==> config.mk <==
export PLATFORM = sky130hd
export DESIGN_NAME = lcd_addr_ctrl
export DESIGN_NICKNAME = d
export VERILOG_FILES = /design/src/rtl/lcd_addr_pkg.sv /design/src/rtl/lcd_cmd_decode.sv /design/src/rtl/lcd_addr_step.sv /design/src/rtl/lcd_busy_timer.sv /design/src/rtl/lcd_addr_ctrl.sv
export SDC_FILE = /design/constraint.sdc
export NUM_CORES = 1
export LEC_CHECK = 0
export ABC_AREA = 1
export CORE_UTILIZATION = 54
export CTS_CLUSTER_DIAMETER = 40
export DETAILED_ROUTE_END_ITERATION = 16
export GPL_TIMING_DRIVEN = 1
export PLACE_DENSITY = 0.95
export SYNTH_ARGS = -nofsm -noshare
export SYNTH_HDL_FRONTEND = slang
export SYNTH_SLANG_ARGS = --single-unit
==> constraint.sdc <==
create_clock -name clk -period 2.9 [get_ports clk]
set_clock_uncertainty 0.1 [all_clocks]
set_input_delay 0.435 -clock clk [delete_from_list [all_inputs] [get_ports clk]]
set_output_delay 0.435 -clock clk [all_outputs]
set_load 0.05 [all_outputs]
==> src/rtl/lcd_addr_pkg.sv <==
// Shared widths, target codes, command kinds and display-data jump points
// for the LCD RAM address controller.
package lcd_addr_pkg;
    localparam int DATA_W = 8;
    localparam int DD_AW  = 7;
    localparam int CG_AW  = 6;

    localparam logic [DD_AW-1:0] DD_ONE_LAST  = 7'h4F;
    localparam logic [DD_AW-1:0] DD_TWO_END0  = 7'h27;
    localparam logic [DD_AW-1:0] DD_TWO_BASE1 = 7'h40;
    localparam logic [DD_AW-1:0] DD_TWO_END1  = 7'h67;

    typedef enum logic [1:0] {
        TGT_DD  = 2'b00,
        TGT_CG  = 2'b01,
        TGT_AUX = 2'b10
    } tgt_e;

    typedef enum logic [2:0] {
        CMD_NONE,
        CMD_SET_DD,
        CMD_SET_CG,
        CMD_SET_AUX,
        CMD_WRITE
    } cmd_e;
endpackage

==> src/rtl/lcd_cmd_decode.sv <==
// Classifies one host write from its select code and byte.
// Assumes: purely combinational; acceptance gating is done by the caller.
module lcd_cmd_decode
    import lcd_addr_pkg::*;
(
    input  logic [1:0]        rs,
    input  logic [DATA_W-1:0] data,
    output cmd_e              cmd
);
    // Map select code and top bits of the byte onto a command kind.
    always_comb begin
        cmd = CMD_NONE;
        unique case (rs)
            2'b11: cmd = CMD_WRITE;
            2'b01: cmd = CMD_SET_AUX;
            2'b10: begin
                if (data[DATA_W-1])
                    cmd = CMD_SET_DD;
                else if (data[DATA_W-2])
                    cmd = CMD_SET_CG;
            end
            default: cmd = CMD_NONE;
        endcase
    end
endmodule

==> src/rtl/lcd_addr_step.sv <==
// Computes the pointer value that follows a data write, for the given
// target, line layout and direction.
// Assumes: narrow targets keep their upper pointer bits at zero.
module lcd_addr_step
    import lcd_addr_pkg::*;
(
    input  logic [DD_AW-1:0] addr,
    input  tgt_e             tgt,
    input  logic             line2,
    input  logic             dec,
    output logic [DD_AW-1:0] nxt
);
    localparam logic [DD_AW-1:0] ONE = DD_AW'(1);
    localparam logic [CG_AW-1:0] ONE_N = CG_AW'(1);

    logic [CG_AW-1:0] low_nxt;

    // Narrow targets: plain modulo-64 step.
    always_comb begin
        low_nxt = dec ? (addr[CG_AW-1:0] - ONE_N) : (addr[CG_AW-1:0] + ONE_N);
    end

    // Choose the step rule for the active target and layout.
    always_comb begin
        if (tgt != TGT_DD) begin
            nxt = DD_AW'(low_nxt);
        end else if (line2) begin
            if (!dec) begin
                if (addr == DD_TWO_END0)      nxt = DD_TWO_BASE1;
                else if (addr == DD_TWO_END1) nxt = '0;
                else                          nxt = addr + ONE;
            end else begin
                if (addr == DD_TWO_BASE1)     nxt = DD_TWO_END0;
                else if (addr == '0)          nxt = DD_TWO_END1;
                else                          nxt = addr - ONE;
            end
        end else begin
            if (!dec) nxt = (addr == DD_ONE_LAST) ? '0 : addr + ONE;
            else      nxt = (addr == '0) ? DD_ONE_LAST : addr - ONE;
        end
    end
endmodule

==> src/rtl/lcd_busy_timer.sv <==
// Holds busy for a fixed number of cycles after each start pulse.
// Assumes: start only arrives while busy is low.
module lcd_busy_timer #(
    parameter int BUSY_CYC = 10
) (
    input  logic clk,
    input  logic rst_n,
    input  logic start,
    output logic busy
);
    localparam int CW = $clog2(BUSY_CYC + 1);

    logic [CW-1:0] cnt_q;

    // Load on start, then count down to zero.
    always_ff @(posedge clk) begin
        if (!rst_n)
            cnt_q <= '0;
        else if (start)
            cnt_q <= CW'(BUSY_CYC);
        else if (cnt_q != '0)
            cnt_q <= cnt_q - CW'(1);
    end

    // Busy while the count is non-zero.
    always_comb busy = (cnt_q != '0);
endmodule

==> src/rtl/lcd_addr_ctrl.sv <==
// Command decode and shared address pointer for the display-data,
// character-generator and auxiliary RAMs of a character LCD controller.
// Assumes: host waits for busy low; RAM side accepts a strobe every cycle.
module lcd_addr_ctrl
    import lcd_addr_pkg::*;
#(
    parameter int BUSY_CYC = 10
) (
    input  logic              clk,
    input  logic              rst_n,
    input  logic              bus_we,
    input  logic [1:0]        bus_rs,
    input  logic [DATA_W-1:0] bus_data,
    input  logic              line2_mode,
    input  logic              addr_dec,
    output logic              busy,
    output logic              ram_we,
    output logic [1:0]        ram_tgt,
    output logic [DD_AW-1:0]  ram_addr,
    output logic [DATA_W-1:0] ram_wdata,
    output logic [1:0]        cur_tgt,
    output logic [DD_AW-1:0]  cur_addr
);
    cmd_e              cmd;
    logic              accept;
    tgt_e              tgt_q;
    logic [DD_AW-1:0]  addr_q;
    logic [DD_AW-1:0]  addr_nxt;
    logic              we_q;
    tgt_e              wtgt_q;
    logic [DD_AW-1:0]  waddr_q;
    logic [DATA_W-1:0] wdata_q;

    lcd_cmd_decode u_dec (
        .rs   (bus_rs),
        .data (bus_data),
        .cmd  (cmd)
    );

    lcd_addr_step u_step (
        .addr  (addr_q),
        .tgt   (tgt_q),
        .line2 (line2_mode),
        .dec   (addr_dec),
        .nxt   (addr_nxt)
    );

    lcd_busy_timer #(.BUSY_CYC(BUSY_CYC)) u_busy (
        .clk   (clk),
        .rst_n (rst_n),
        .start (accept),
        .busy  (busy)
    );

    // A command is taken only when recognised and not busy.
    always_comb accept = bus_we && !busy && (cmd != CMD_NONE);

    // Update target/pointer and launch the RAM strobe.
    always_ff @(posedge clk) begin
        if (!rst_n) begin
            tgt_q   <= TGT_DD;
            addr_q  <= '0;
            we_q    <= 1'b0;
            wtgt_q  <= TGT_DD;
            waddr_q <= '0;
            wdata_q <= '0;
        end else begin
            we_q <= 1'b0;
            if (accept) begin
                unique case (cmd)
                    CMD_SET_DD: begin
                        tgt_q  <= TGT_DD;
                        addr_q <= bus_data[DD_AW-1:0];
                    end
                    CMD_SET_CG: begin
                        tgt_q  <= TGT_CG;
                        addr_q <= DD_AW'(bus_data[CG_AW-1:0]);
                    end
                    CMD_SET_AUX: begin
                        tgt_q  <= TGT_AUX;
                        addr_q <= DD_AW'(bus_data[CG_AW-1:0]);
                    end
                    CMD_WRITE: begin
                        we_q    <= 1'b1;
                        wtgt_q  <= tgt_q;
                        waddr_q <= addr_q;
                        wdata_q <= bus_data;
                        addr_q  <= addr_nxt;
                    end
                    default: ;
                endcase
            end
        end
    end

    // Drive the outputs from the registers.
    always_comb begin
        ram_we    = we_q;
        ram_tgt   = wtgt_q;
        ram_addr  = waddr_q;
        ram_wdata = wdata_q;
        cur_tgt   = tgt_q;
        cur_addr  = addr_q;
    end
endmodule

==> results.toml, run 1 <==
[clock_network]
cts_inserted_buffers = 5
path_clk_slew_ps = 100
cts-root-buf = "clkbuf_4"
cts_tree = "built"
cts.sinks = 31
cts_resized = 0
htreeDepth = 2
clk_path_buf_depth = 2
clk_latency_ps = 320
cts_setup_buffers = 0
holdBufCountCts = 0

[global_routing]
grt_pass1_wl_um = 7720
grt_pass1_vias = 1801
antenna_found_initial = 0
gr-total-overflow = 0
grtUsageTotal = 0.270
grt_max_degree = 28

[sta]
post-route-period-util = 0.820
tightest_slew_ps = 514
slew_headroom = 0.656
final.min_clock_period_ps = 2380
setup_viol = 0
rsz0062_at_grt = "false"
finalHoldViolCount = 0
finalSetupTns_ps = 0
maxSlewViolCount = 0
fin_ws_ps = 523
max_freq_mhz = 421

[critical_path]
cp-start-kind = "register"
crit_slowest_cell = "clkdlybuf4s50_1"
path_class = "register to primary output"
critPathRequiredTime_ps = 2370
rr_worst_depth = 11
worstSetupEndpointType = "primary output"
path_buf_inv = 1
crit_cells = 4
cp_top_family = "buffers and inverters"
worstPathCellList = "or2_4 > nor2_4 > nand2_4 > clkdlybuf4s50_1"
slowest_delay_ps = 710
worstPathArrival_ps = 1840
crit_fanout = 3

[flow_run]
cap_violations = 0

[status]
status = "finished clean"

[layout]
final_layout_size_suffix_gt1_frac = 0.0645
area_growth_pct = 26.6
fillers = 292
final_nets = 332
antenna_cells = 0
final_cell_count_no_fill = 356

[floorplan]
die_height_um = 61.4
ios = 43
die-area_sq_um = 3770
core_area_sq_um = 3360
num_rows = 21
start_util = 0.566
die_width_um = 61.4

[synthesis]
syn-cell-area_sq_um = 1900
syn_nets = 292
seq_area_frac_synth = 0.326
syn-instance-count = 269
ys_ff_latch = 31
ys_types = 32
ys_warn_count = 0
syn_avg_cell_area_sq_um = 7.07

[pwr]
peakVddDrop_v = 0.000633
p_seq_frac = 0.304
clock_power_share = 0.175
leakage_nw = 1.08
p_sw_frac = 0.465
power_density_nw_per_um2 = 828
p_int_mw = 1.07
comb_power_share = 0.520
p_total_mw = 1.99
switchingPower_mw = 0.928

[routing]
drt_iter0_drc = 98
drt-wirelength-per-cell_um = 13.3
viasPerCell = 5.42
ant_nets = 0
drt_wl_total_um = 4730
drc = 0
first_pass_iters = 4
vias = 1930

[hold_path]
whs_path_depth = 1
hold_path.class = "register to register"

[place]
place_ws_ps = 283
io_buffers = 42
hpwl_um = 3490
place_inst = 348
routabilityCongestion = 0.946
## metrics by stage
| step | util | cell area [sq um] | hold WS [ps] |
|---|---|---|---|
| global placement | 0.691 | 2320 | 340 |
| detailed placement | 0.691 | 2320 | 351 |
| CTS | 0.717 | 2410 | 375 |
| global route | 0.717 | 2410 | 415 |
| floorplan | - | 1900 | 324 |
| finish | 0.717 | 2410 | 370 |
## area by class of cell
cell class              count  area [sq um]  share of cell area
clock inverters             2          35.0              0.0145
multi-input cells         202          1120               0.465
inverters                  26          97.6              0.0405
well taps                  46          57.6              0.0239
clock buffers               6          51.3              0.0213
flip-flops and latches     31           621               0.258
repair buffers             43           428               0.178
## state kept, by name, indices dropped and copies added (netlist names)
signal / flops
ram_addr: 7
cur_tgt: 2
ram_we: 1
cur_addr: 7
ram_wdata: 8
ram_tgt: 2
u_busy.cnt_q: 4
## metal layers
metal / global-route usage / wire [um]
met1: 0.352 / 2050
met2: 0.463 / 2380
met3: 0.0462 / 276
met4: 0.0698 / 27
met5: 0 / 0
## path summary, 6_finish.rpt
kind | slack, ps | start | to
worst max-delay path | 520 | u_busy.cnt_q[1]$_SDFFE_PN0P_ | busy
worst min-delay path | 370 | u_busy.cnt_q[0]$_SDFFE_PP0P_ | u_busy.cnt_q[0]$_SDFFE_PP0P_
worst max register to register | 880 | cur_addr[0]$_SDFFE_PN0P_ | cur_addr[3]$_SDFFE_PN0P_
worst min register to register | 370 | u_busy.cnt_q[0]$_SDFFE_PP0P_ | u_busy.cnt_q[0]$_SDFFE_PP0P_
## Yosys cell counts
library cell,count,area [sq um]
a21oi_2,3,26.3
o21ai_4,1,16.3
xor2_1,9,78.8
nor2_8,2,40.0
nand4_1,7,43.8
nor3_1,1,5.00
a21oi_1,27,135
nand3b_1,1,7.51
fa_1,1,20.0
nor2_4,1,11.3
o211ai_1,3,22.5
ha_1,7,87.6
o21ai_0,24,120
buf_8,2,30.0
nand2_1,45,169
o31ai_1,1,7.51
a31oi_1,4,25.0
or2_2,1,6.26
xnor2_1,1,8.76
o21ai_1,7,35.0
o2111ai_1,1,8.76
o21bai_1,1,7.51
dfxtp_1,31,621
inv_1,25,93.8
nand3_1,14,70.1
nand2_4,1,11.3
buf_2,4,20.0
nor2_1,37,139
inv_2,1,3.75
a2bb2oi_1,1,8.76
clkbuf_1,4,15.0
or2_4,1,8.76
## cells by family (layout without fill, tap and decap cells)
logic type | after synthesis | in the layout | synth area share
XOR/XNOR | 10 | 10 | 0.0460
flip-flops | 31 | 31 | 0.326
adder cells (fa/ha/maj) | 8 | 8 | 0.0565
AND/OR/NAND/NOR | 111 | 111 | 0.269
AO/OA/AOI/OAI | 73 | 73 | 0.217
buffers and inverters | 36 | 77 | 0.0855
## power groups by stage
stage	Clock, mW	Sequential (mW)	Combinational [mW]
2_1_floorplan	0	0.730	0.640
3_3_place_gp	0	0.610	1.00
3_5_place_dp	0	0.614	1.02
4_1_cts	0.350	0.604	1.04
5_1_grt	0.368	0.619	1.14
6_report	0.350	0.607	1.04
## layout by cell type (no fill, tap or decap)
cell	Yosys	routed
a21oi_1	27	27
a21oi_2	3	3
a2bb2oi_1	1	1
a31oi_1	4	4
buf_4	0	1
bufinv_16	0	1
clkbuf_4	0	5
clkbuf_8	0	1
clkdlybuf4s50_1	0	42
clkinv_2	0	1
dfxtp_1	31	31
fa_1	1	1
ha_1	7	7
inv_1	25	25
inv_2	1	1
nand2_1	45	45
nand2_4	1	1
nand3_1	14	14
nand3b_1	1	1
nand4_1	7	7
nor2_1	37	37
nor2_4	1	1
nor2_8	2	2
nor3_1	1	1
o2111ai_1	1	1
o211ai_1	3	3
o21ai_0	24	24
o21ai_1	7	7
o21ai_4	1	1
o21bai_1	1	1
o31ai_1	1	1
or2_2	1	1
or2_4	1	1
xnor2_1	1	1
xor2_1	9	9
Note: power is estimated with default switching activity, not from simulation.
==> run 2: changes to the inputs <==
CORE_UTILIZATION = 45   (was 54)
PLACE_DENSITY = 0.88   (was 0.95)
clock period = 2 ns   (was 2.9 ns; I/O delays follow)
==> run 2 against run 1 <==
Design area is 6.8% higher. Critical path depth is 3 lower. Combinational power is 58% higher. Clock-buffer cell count is 1 higher. Global-route usage is 2.6 points lower. Critical path type unchanged. Highest routed layer unchanged.
==> results.toml, run 2 (same netlist as run 1, synthesis figures left out) <==
[status]
status = "finished clean"

[sta]
finalHoldViolCount = 0
tightest_slew_ps = 518
holdWs_ps = 360
setup_viol = 0
fin_ws_ps = 105
slew_headroom = 0.654
post-route-period-util = 0.948
final.min_clock_period_ps = 1900
rsz0062_at_grt = "false"
max_freq_mhz = 528
maxSlewViolCount = 0
finalSetupTns_ps = 0

[clock_network]
holdBufCountCts = 0
clk_latency_ps = 290
cts_tree = "built"
cts-root-buf = "clkbuf_8"
cts_setup_buffers = 0
cts.sinks = 31
htreeDepth = 2
clk_path_buf_depth = 2
cts_inserted_buffers = 5
path_clk_slew_ps = 60

[pwr]
power_density_nw_per_um2 = 1180
p_total_mw = 3.04
peakVddDrop_v = 0.000839
leakage_nw = 1.19

[critical_path]
cp-start-kind = "register"
r2r-start = "cur_addr[4]$_SDFFE_PN0P_"
cp_top_family = "buffers and inverters"
worstPathCellList = "clkdlybuf4s50_1"
crit_start = "cur_tgt[0]$_SDFFE_PN0P_"
crit_fanout = 4
path_buf_inv = 1
slowest_delay_ps = 820
path_class = "register to primary output"
critPathRequiredTime_ps = 1600
worstPathArrival_ps = 1500
worstSetupEndpointType = "primary output"
crit_slowest_cell = "clkdlybuf4s50_1"
r2r_setup_slack_ps = 160

[routing]
drt_wl_total_um = 5070
drt_iter0_drc = 141
drc = 0
ant_nets = 0
vias = 1997
viasPerCell = 5.28
drt-wirelength-per-cell_um = 13.4
first_pass_iters = 4

[floorplan]
die_width_um = 67.0
die_height_um = 67.0
die-area_sq_um = 4490
core_area_sq_um = 4030
start_util = 0.472
num_rows = 23
ios = 43

[hold_path]
min-delay-start = "u_busy.cnt_q[0]$_SDFFE_PP0P_"
hold_path.class = "register to register"

[place]
io_buffers = 42
hpwl_um = 3840
routabilityCongestion = 0.902
place_ws_ps = -344

[global_routing]
antenna_found_initial = 0
grt_max_degree = 19
grtUsageTotal = 0.244
grt_pass1_vias = 1768
grt_pass1_wl_um = 8160
gr-total-overflow = 0

[layout]
largest_register_ffs = 8
final_nets = 350
mostFrequentLayoutCells = "45 x nand2_1, 37 x nor2_1, 33 x clkdlybuf4s50_1"
final_layout_size_suffix_gt1_frac = 0.149
antenna_cells = 0
area_growth_pct = 35.2
mostFrequentLayoutCell = "nand2_1"

[flow_run]
cap_violations = 0
==> run 2: per-stage QoR <==
step                      std cells  area, sq um   util
final                           378         2570  0.639
after global routing            378         2570  0.639
after CTS                       378         2570  0.639
after detailed placement        370         2460  0.610
after global placement          370         2460  0.610
after floorplan                 269         1900      -
==> run 2: path summary, 6_finish.rpt <==
path,endpoint,depth (start not counted)
setup / recovery,cur_tgt[0],1
hold / removal,u_busy.cnt_q[0]$_SDFFE_PP0P_,1
setup reg to reg,cur_addr[5]$_SDFFE_PN0P_,9
hold reg to reg,u_busy.cnt_q[0]$_SDFFE_PP0P_,1
==> run 2: final cells by class <==
type	count	area, sq um
Inverter	26	97.6
Tap cell	50	62.6
Timing Repair Buffer	61	554
Clock inverter	1	7.51
Multi-Input combinational cell	202	1130
Sequential cell	31	623
Fill cell	363	1460
Clock buffer	7	96.3
==> run 2: routing by layer <==
metal | track usage | vias up | share of wire
li1 | - | 1010 | -
met2 | 0.390 | 72 | 0.48
met1 | 0.316 | 900 | 0.43
met5 | 0 | - | 0
met3 | 0.0428 | 15 | 0.061
met4 | 0.106 | 0 | 0.026
==> run 2: what timing repair did <==
action / 4_1_cts / 5_1_grt
setup endpoints to repair: 1 / 2
gates resized for setup: 2 / 1
hold endpoints to repair: 0 / 0
==> run 2: report_power, final <==
part | internal (mW) | switching (mW)
Clock | 0.313 | 0.240
Combinational | 0.602 | 1.04
Sequential | 0.726 | 0.122
Total | 1.64 | 1.40
